$ cat src/rtl/nand_dec_pkg.sv
package nand_dec_pkg;

    typedef enum logic [2:0] {
        K_STANDBY = 3'd0,
        K_IDLE    = 3'd1,
        K_CMD     = 3'd2,
        K_ADDR    = 3'd3,
        K_DIN     = 3'd4,
        K_DOUT    = 3'd5,
        K_WPROT   = 3'd6
    } cycle_kind_e;

endpackage

$ cat src/rtl/nand_sync.sv
module nand_sync #(
    parameter int          W       = 1,
    parameter int          STAGES  = 2,
    parameter logic [W-1:0] RST_VAL = '0
) (
    input  logic         clk,
    input  logic         rst_n,
    input  logic [W-1:0] d_i,
    output logic [W-1:0] q_o
);
    logic [W-1:0] stg_q [STAGES];
    logic [W-1:0] stg_d [STAGES];

    always_comb begin
        stg_d[0] = d_i;
        for (int i = 1; i < STAGES; i++) stg_d[i] = stg_q[i-1];
    end

    always_ff @(posedge clk or negedge rst_n) begin
        if (!rst_n) begin
            for (int i = 0; i < STAGES; i++) stg_q[i] <= RST_VAL;
        end else begin
            for (int i = 0; i < STAGES; i++) stg_q[i] <= stg_d[i];
        end
    end

    assign q_o = stg_q[STAGES-1];
endmodule

$ cat src/rtl/nand_glitch_filter.sv
module nand_glitch_filter #(
    parameter int   LEN     = 2,
    parameter logic RST_VAL = 1'b1
) (
    input  logic clk,
    input  logic rst_n,
    input  logic in_i,
    output logic out_o
);
    localparam int CW = (LEN < 2) ? 1 : $clog2(LEN);

    logic          out_d, out_q;
    logic [CW-1:0] cnt_d, cnt_q;

    always_comb begin
        out_d = out_q;
        cnt_d = '0;
        if (in_i != out_q) begin
            if (cnt_q == CW'(LEN - 1)) begin
                out_d = in_i;
            end else begin
                cnt_d = cnt_q + 1'b1;
            end
        end
    end

    always_ff @(posedge clk or negedge rst_n) begin
        if (!rst_n) begin
            out_q <= RST_VAL;
            cnt_q <= '0;
        end else begin
            out_q <= out_d;
            cnt_q <= cnt_d;
        end
    end

    assign out_o = out_q;

    // the filtered level only moves to a value the input already held
    p_filter_follows_r6: assert property (@(posedge clk) disable iff (!rst_n)
        (out_q != $past(out_q)) |-> ($past(in_i) == out_q));
endmodule

$ cat src/rtl/nand_cycle_decoder.sv
module nand_cycle_decoder
    import nand_dec_pkg::*;
#(
    parameter int IO_W        = 8,
    parameter int SYNC_STAGES = 2,
    parameter int FILT_LEN    = 2,
    parameter int ADDR_CYCLES = 4
) (
    input  logic                               clk,
    input  logic                               rst_n,
    input  logic                               ce_n_i,
    input  logic                               cle_i,
    input  logic                               ale_i,
    input  logic                               we_n_i,
    input  logic                               re_n_i,
    input  logic                               wp_n_i,
    input  logic [IO_W-1:0]                    io_i,
    output logic                               cmd_vld_o,
    output logic [7:0]                         cmd_o,
    output logic                               cmd_prot_o,
    output logic                               addr_vld_o,
    output logic [7:0]                         addr_o,
    output logic [$clog2(ADDR_CYCLES+1)-1:0]   addr_idx_o,
    output logic                               data_vld_o,
    output logic [IO_W-1:0]                    data_o,
    output logic                               rd_adv_o,
    output logic                               oe_o,
    output logic                               perr_o,
    output logic [2:0]                         cycle_o
);
    localparam int ACW     = $clog2(ADDR_CYCLES + 1);
    localparam int NCTL    = 6;
    localparam int NFILT   = 3;
    // control vector layout: {ce_n, cle, ale, we_n, re_n, wp_n}
    localparam int FIDX [NFILT] = '{5, 2, 1};

    logic [NCTL-1:0] ctl_s;
    logic [IO_W-1:0] io_s;
    logic [NFILT-1:0] filt;

    nand_sync #(.W(NCTL), .STAGES(SYNC_STAGES), .RST_VAL(6'b100110)) u_ctl_sync (
        .clk(clk), .rst_n(rst_n),
        .d_i({ce_n_i, cle_i, ale_i, we_n_i, re_n_i, wp_n_i}),
        .q_o(ctl_s)
    );

    nand_sync #(.W(IO_W), .STAGES(SYNC_STAGES), .RST_VAL('0)) u_io_sync (
        .clk(clk), .rst_n(rst_n), .d_i(io_i), .q_o(io_s)
    );

    for (genvar g = 0; g < NFILT; g++) begin : g_filt
        nand_glitch_filter #(.LEN(FILT_LEN), .RST_VAL(1'b1)) u_filt (
            .clk(clk), .rst_n(rst_n),
            .in_i(ctl_s[FIDX[g]]), .out_o(filt[g])
        );
    end

    logic ce_f, we_f, re_f;
    logic cle_s, ale_s, we_s, wp_s;
    assign ce_f  = filt[0];
    assign we_f  = filt[1];
    assign re_f  = filt[2];
    assign cle_s = ctl_s[4];
    assign ale_s = ctl_s[3];
    assign we_s  = ctl_s[2];
    assign wp_s  = ctl_s[0];

    typedef struct packed {
        logic            we_p;
        logic            re_p;
        logic            cle_h;
        logic            ale_h;
        logic [IO_W-1:0] io_h;
        logic [ACW-1:0]  acnt;
        logic            cmd_vld;
        logic [7:0]      cmd;
        logic            cmd_prot;
        logic            addr_vld;
        logic [7:0]      addr;
        logic [ACW-1:0]  aidx;
        logic            data_vld;
        logic [IO_W-1:0] data;
        logic            rd_adv;
        logic            oe;
        logic            perr;
        cycle_kind_e     kind;
    } dec_state_t;

    dec_state_t st_d, st_q;
    logic we_rise, re_rise;

    always_comb begin
        st_d          = st_q;
        st_d.cmd_vld  = 1'b0;
        st_d.addr_vld = 1'b0;
        st_d.data_vld = 1'b0;
        st_d.rd_adv   = 1'b0;
        st_d.perr     = 1'b0;
        st_d.we_p     = we_f;
        st_d.re_p     = re_f;

        // bus levels are held while the write strobe is low, so the rising
        // edge seen after filtering still uses the levels of that phase
        if (!we_s) begin
            st_d.cle_h = cle_s;
            st_d.ale_h = ale_s;
            st_d.io_h  = io_s;
        end

        we_rise = !st_q.we_p && we_f && !ce_f;
        re_rise = !st_q.re_p && re_f && !ce_f && we_f && !cle_s && !ale_s;

        if (we_rise && re_f) begin
            unique case ({st_q.cle_h, st_q.ale_h})
                2'b11: st_d.perr = 1'b1;
                2'b10: begin
                    st_d.cmd_vld  = 1'b1;
                    st_d.cmd      = st_q.io_h[7:0];
                    st_d.cmd_prot = !wp_s;
                    st_d.acnt     = '0;
                end
                2'b01: begin
                    if (st_q.acnt < ACW'(ADDR_CYCLES)) begin
                        st_d.addr_vld = 1'b1;
                        st_d.addr     = st_q.io_h[7:0];
                        st_d.aidx     = st_q.acnt;
                        st_d.acnt     = st_q.acnt + 1'b1;
                    end
                end
                default: begin
                    if (wp_s) begin
                        st_d.data_vld = 1'b1;
                        st_d.data     = st_q.io_h;
                    end
                end
            endcase
        end

        if (re_rise) st_d.rd_adv = 1'b1;

        st_d.oe = !ce_f && !re_f && we_f && !cle_s && !ale_s;

        if (ce_f)                                 st_d.kind = K_STANDBY;
        else if (!re_f && we_f && !cle_s && !ale_s) st_d.kind = K_DOUT;
        else if (!we_f && cle_s && !ale_s)        st_d.kind = K_CMD;
        else if (!we_f && ale_s && !cle_s)        st_d.kind = K_ADDR;
        else if (!we_f && !ale_s && !cle_s)       st_d.kind = wp_s ? K_DIN : K_WPROT;
        else                                      st_d.kind = K_IDLE;
    end

    always_ff @(posedge clk or negedge rst_n) begin
        if (!rst_n) begin
            st_q      <= '0;
            st_q.we_p <= 1'b1;
            st_q.re_p <= 1'b1;
            st_q.kind <= K_STANDBY;
        end else begin
            st_q <= st_d;
        end
    end

    assign cmd_vld_o  = st_q.cmd_vld;
    assign cmd_o      = st_q.cmd;
    assign cmd_prot_o = st_q.cmd_prot;
    assign addr_vld_o = st_q.addr_vld;
    assign addr_o     = st_q.addr;
    assign addr_idx_o = st_q.aidx;
    assign data_vld_o = st_q.data_vld;
    assign data_o     = st_q.data;
    assign rd_adv_o   = st_q.rd_adv;
    assign oe_o       = st_q.oe;
    assign perr_o     = st_q.perr;
    assign cycle_o    = st_q.kind;

    p_one_pulse_r10: assert property (@(posedge clk) disable iff (!rst_n)
        $onehot0({st_q.cmd_vld, st_q.addr_vld, st_q.data_vld, st_q.rd_adv, st_q.perr}));

    p_cmd_single_r1: assert property (@(posedge clk) disable iff (!rst_n)
        st_q.cmd_vld |=> !st_q.cmd_vld);

    p_addr_limit_r3: assert property (@(posedge clk) disable iff (!rst_n)
        st_q.addr_vld |-> (st_q.aidx < ACW'(ADDR_CYCLES)));

    p_data_wp_r4: assert property (@(posedge clk) disable iff (!rst_n)
        st_q.data_vld |-> $past(wp_s));

    p_standby_quiet_r8: assert property (@(posedge clk) disable iff (!rst_n)
        (st_q.kind == K_STANDBY) |-> (!st_q.oe && !st_q.cmd_vld && !st_q.addr_vld && !st_q.data_vld));

    p_oe_in_read_r7: assert property (@(posedge clk) disable iff (!rst_n)
        st_q.oe |-> (st_q.kind == K_DOUT));
endmodule

$ cat config.mk
export PLATFORM = sky130hd
export DESIGN_NAME = nand_cycle_decoder
export DESIGN_NICKNAME = d
export VERILOG_FILES = /design/src/rtl/nand_dec_pkg.sv /design/src/rtl/nand_sync.sv /design/src/rtl/nand_glitch_filter.sv /design/src/rtl/nand_cycle_decoder.sv
export SDC_FILE = /design/constraint.sdc
export NUM_CORES = 1
export LEC_CHECK = 0
export ABC_AREA = 1
export BUFFER_PORTS_ARGS = -buffer_cell sky130_fd_sc_hd__buf_4
export CAP_MARGIN = 0
export CORE_MARGIN = 2
export CORE_UTILIZATION = 45
export CTS_BUF_LIST = sky130_fd_sc_hd__clkbuf_2
export CTS_CLUSTER_SIZE = 16
export DETAILED_ROUTE_END_ITERATION = 8
export PLACE_DENSITY = 0.78
export SYNTH_ARGS = -nofsm -noshare
export SYNTH_HDL_FRONTEND = slang
export SYNTH_SLANG_ARGS = --single-unit
$ cat constraint.sdc
create_clock -name clk -period 1.2 [get_ports clk]
set_input_delay 0.06 -clock clk [delete_from_list [all_inputs] [get_ports clk]]
set_output_delay 0.06 -clock clk [all_outputs]
set_load 0.03 [all_outputs]
==> results by group <==
STA
  – Slew @ Worst Pin: 0.553 ns
  – # setup viols final: 27
  – Final hold violation count: 0
  – Fin. max-slew vios: 0
  – Final setup margin: -0.0606 ns
  – Final period util: 105%
  – Clk_skew: slightly above 0.03 ns
  – Final Critical Period: 1.26 ns
  – RSZ-0062 raised after global routing: yes
  – Peak Freq: 793 MHz
  – Worst slew margin: 63.0%

Synthesis
  – YS warnings: 0
  – Part of the Yosys area used for sequential elements: 67.7%
  – Distinct cell type count after synthesis: 23
  – Largest family of logic cells by synthesized area: buffers and inverters
  – Mux cell area share after synthesis: 0.352%
  – Synthesized area: ~3200 um2
  – Post-Synth XOR/XNOR Area: 1.10%
  – Complex-gate fraction of the synthesized area: 8.14%
  – #FFs+latches synth: 86
  – Mapped Nets: 290
  – Adder-cell share of the synthesized area: 0.391%
  – Post-synthesis area per instance: 11.7 um2
  – Synth Instances: between 200 and 300
  – Post-Synth Simple-Gate Area: about 11%

CTS
  – CTS tree: yes
  – Clock slew seen by the registers of the worst setup and hold paths: 0.22 ns
  – Bufs on Longest Clock Path: 2
  – TritonCTS Sinks: 86
  – Skew-Pair Late Insertion Delay: 0.53 ns
  – CTS root buf: clkbuf_2
  – H-tree Lvls: 3
  – TritonCTS buffer count: 9

Worst setup path
  – Critical path, cell by cell: nand2_4, nor2_4, buf_4, nand2_8, nand2_1, o21ai_2
  – Req. time, crit path: 1.62 ns
  – Setup crit start kind: register
  – Crit Path Class: register to register
  – CP Max Fanout: 9
  – CP Capture Type: register
  – Buffers & Inverters on Critical Path: 1
  – Crit-path max cell delay: between 0.6 and 0.7 ns
  – CP top delay family: flip-flops
  – CP arrival: ~1.7 ns
  – Slowest cell on the critical path: dfstp_2

Placed design
  – Pre-CTS setup slack: -0.0434 ns
  – Post-place instance area: 3580 um2
  – Dpl hpwl: 3560 um
  – Routability Congestion: 0.832
  – DP Cell Count: 397
  – Number of port buffers: 52

Drt
  – DR vias: 2,046
  – Drt first pass iters: 4
  – Wirelength, routed: about 5600 um
  – Via/cell ratio: between 4 and 5
  – Routed length per instance: 12.2 um
  – DR iter-0 viols: around 130
  – # DRC: 0
  – Detail Route Antenna Nets: 0

Cells and area
  – Most frequent cells in the layout: dfrtp_1 (74), buf_4 (50), nand2_1 (37), buf_6 (37)
  – Commonest non-fill, non-tap cell in the layout: dfrtp_1
  – N_diodes: 0
  – Area grow syn2layout: 34.7%
  – Post-route insts no fill: 457
  – Share of cells above drive strength 1: ~45%
  – # nets final: 373
  – Design area: 4310 um2

Pwr
  – Static Leak: 0.00216 uW
  – Tot Pwr: ~9400 uW
  – Worst vdd ir: 0.727 mV
  – Pwr dens: 2170 nW/um2

Die
  – Top Ports: between 50 and 60
  – Initial Utilization: 46.8%
  – Die X: a little under 90 um
  – Site row count: 30
  – Die Height: about 88 um
  – Core ar.: 6830 um2
  – Die ar.: 7800 um2

Status
  – Failing checks: setup timing
  – Status: finished with violations

Flow run
  – Max-Cap Viols: 0

Worst hold path
  – Worst Hold Class: input port to asynchronous set/reset pin

Global route
  – Vias in the first global route: 2,019
  – Initial antenna violation count: 0
  – GRT Overall Usage: 15.8%
  – Overflow after GRT: 0
  – First-pass GRT wire length: just over 9000 um
  – Largest net degree at the start of global routing: 44
synthesized netlist by cell type:
library cell  count  area share, %
nand2_1          46            5.4
buf_4            30            7.0
nor2_1           21            2.5
o21ai_1           9            1.4
nand3_1           3           0.47
inv_2             2           0.23
nand2_4           1           0.35
a21oi_1          10            1.6
buf_6             3            1.1
nand2_2           4           0.78
dfstp_2          11            9.0
dfrtp_1          75             59
clkbuf_1          2           0.23
mux2_2            1           0.35
buf_2             2           0.31
ha_1              1           0.39
nor3_1            4           0.63
inv_1            20            2.3
o21ai_0           5           0.78
o21ai_2          16            4.4
xnor2_1           4            1.1
nor2_4            1           0.35
nand3_2           2           0.63
flip-flops by register name, summed over array words and instances, names as in the netlist, 3 cells and up:
signal / count
addr_idx_o: 3
addr_o: 8
cmd_o: 8
cycle_o: 3
data_o: 8
g_filt.u_filt.cnt_q: 3
g_filt.u_filt.out_o: 3
st_q: 15
u_ctl_sync.q_o: 6
u_ctl_sync.stg_d: 6
u_io_sync.q_o: 8
u_io_sync.stg_d: 8
logic make-up after synthesis:
kind of cell	after synthesis
compound gates	40
xor+xnor	4
fa+ha+maj	1
buf+inv	59
flops	86
mux	1
simple gates	82
routing by layer:
metal	global-route usage [%]	vias up	part of all wire, %
met5	0	-	0
met1	20.9	979	44
li1	-	996	-
met4	8.26	0	2.6
met2	24.0	58	49
met3	4.48	13	4.5
final cells by class:
cell class                 count  area, um2
inverter                      22       82.6
timing repair buffer         108       1060
fill                         525       2520
clock buffer                  10       50.0
clock inverter                 6       86.3
sequential                    86       2170
tap                           96        120
multi-input combinational    129        744
final timing paths:
| check | cells past startpoint | from | slack, ns | endpoint |
|---|---|---|---|---|
| setup / recovery | 6 | g_filt[2].u_filt.out_o$_DFFE_PN1P_ | -0.06 | data_o[2]$_DFFE_PN0P_ |
| hold / removal | 2 | rst_n | 0.09 | g_filt[2].u_filt.out_o$_DFFE_PN1P_ |
| setup reg to reg | 6 | g_filt[2].u_filt.out_o$_DFFE_PN1P_ | -0.06 | data_o[2]$_DFFE_PN0P_ |
| hold reg to reg | 0 | u_ctl_sync.stg_d[5]$_DFF_PN1_ | 0.37 | u_ctl_sync.q_o[5]$_DFF_PN1_ |
| max in group asynchronous | 3 | rst_n | 0.12 | g_filt[2].u_filt.cnt_q$_DFF_PN0_ |
| min in group clk | 2 | io_i[7] | 0.18 | u_io_sync.stg_d[7]$_DFF_PN0_ |
where the power goes:
group          internal (uW)  switching, uW  total [uW]  leakage [uW]
registers               3600            447        4050       0.00105
clock network            695            945        1640     0.0000819
logic                   1780           1890        3670       0.00103
total                   6070           3290        9360       0.00216
stage by stage:
stage	setup TNS, ns	hold slack, ns	util, %
after floorplan	-0.124	-0.236	-
final	-0.635	0.0870	63.1
after global routing	-3.73	0.0483	63.1
after detailed placement	-0.371	-0.0307	52.4
after global placement	-0.0731	-0.0323	52.4
after CTS	-0.688	0.0579	60.4
what timing repair did:
| action | CTS | global route |
|---|---|---|
| pin swaps | 1 | 1 |
| cloned | 1 | 1 |
| setup buffers | 15 | 11 |
| hold endpoints to repair | 100 | 0 |
| setup endpoints to repair | 58 | 68 |
| resized for setup | 34 | 23 |
| hold buffers | 16 | 0 |
(Power assumes the default switching activity.)
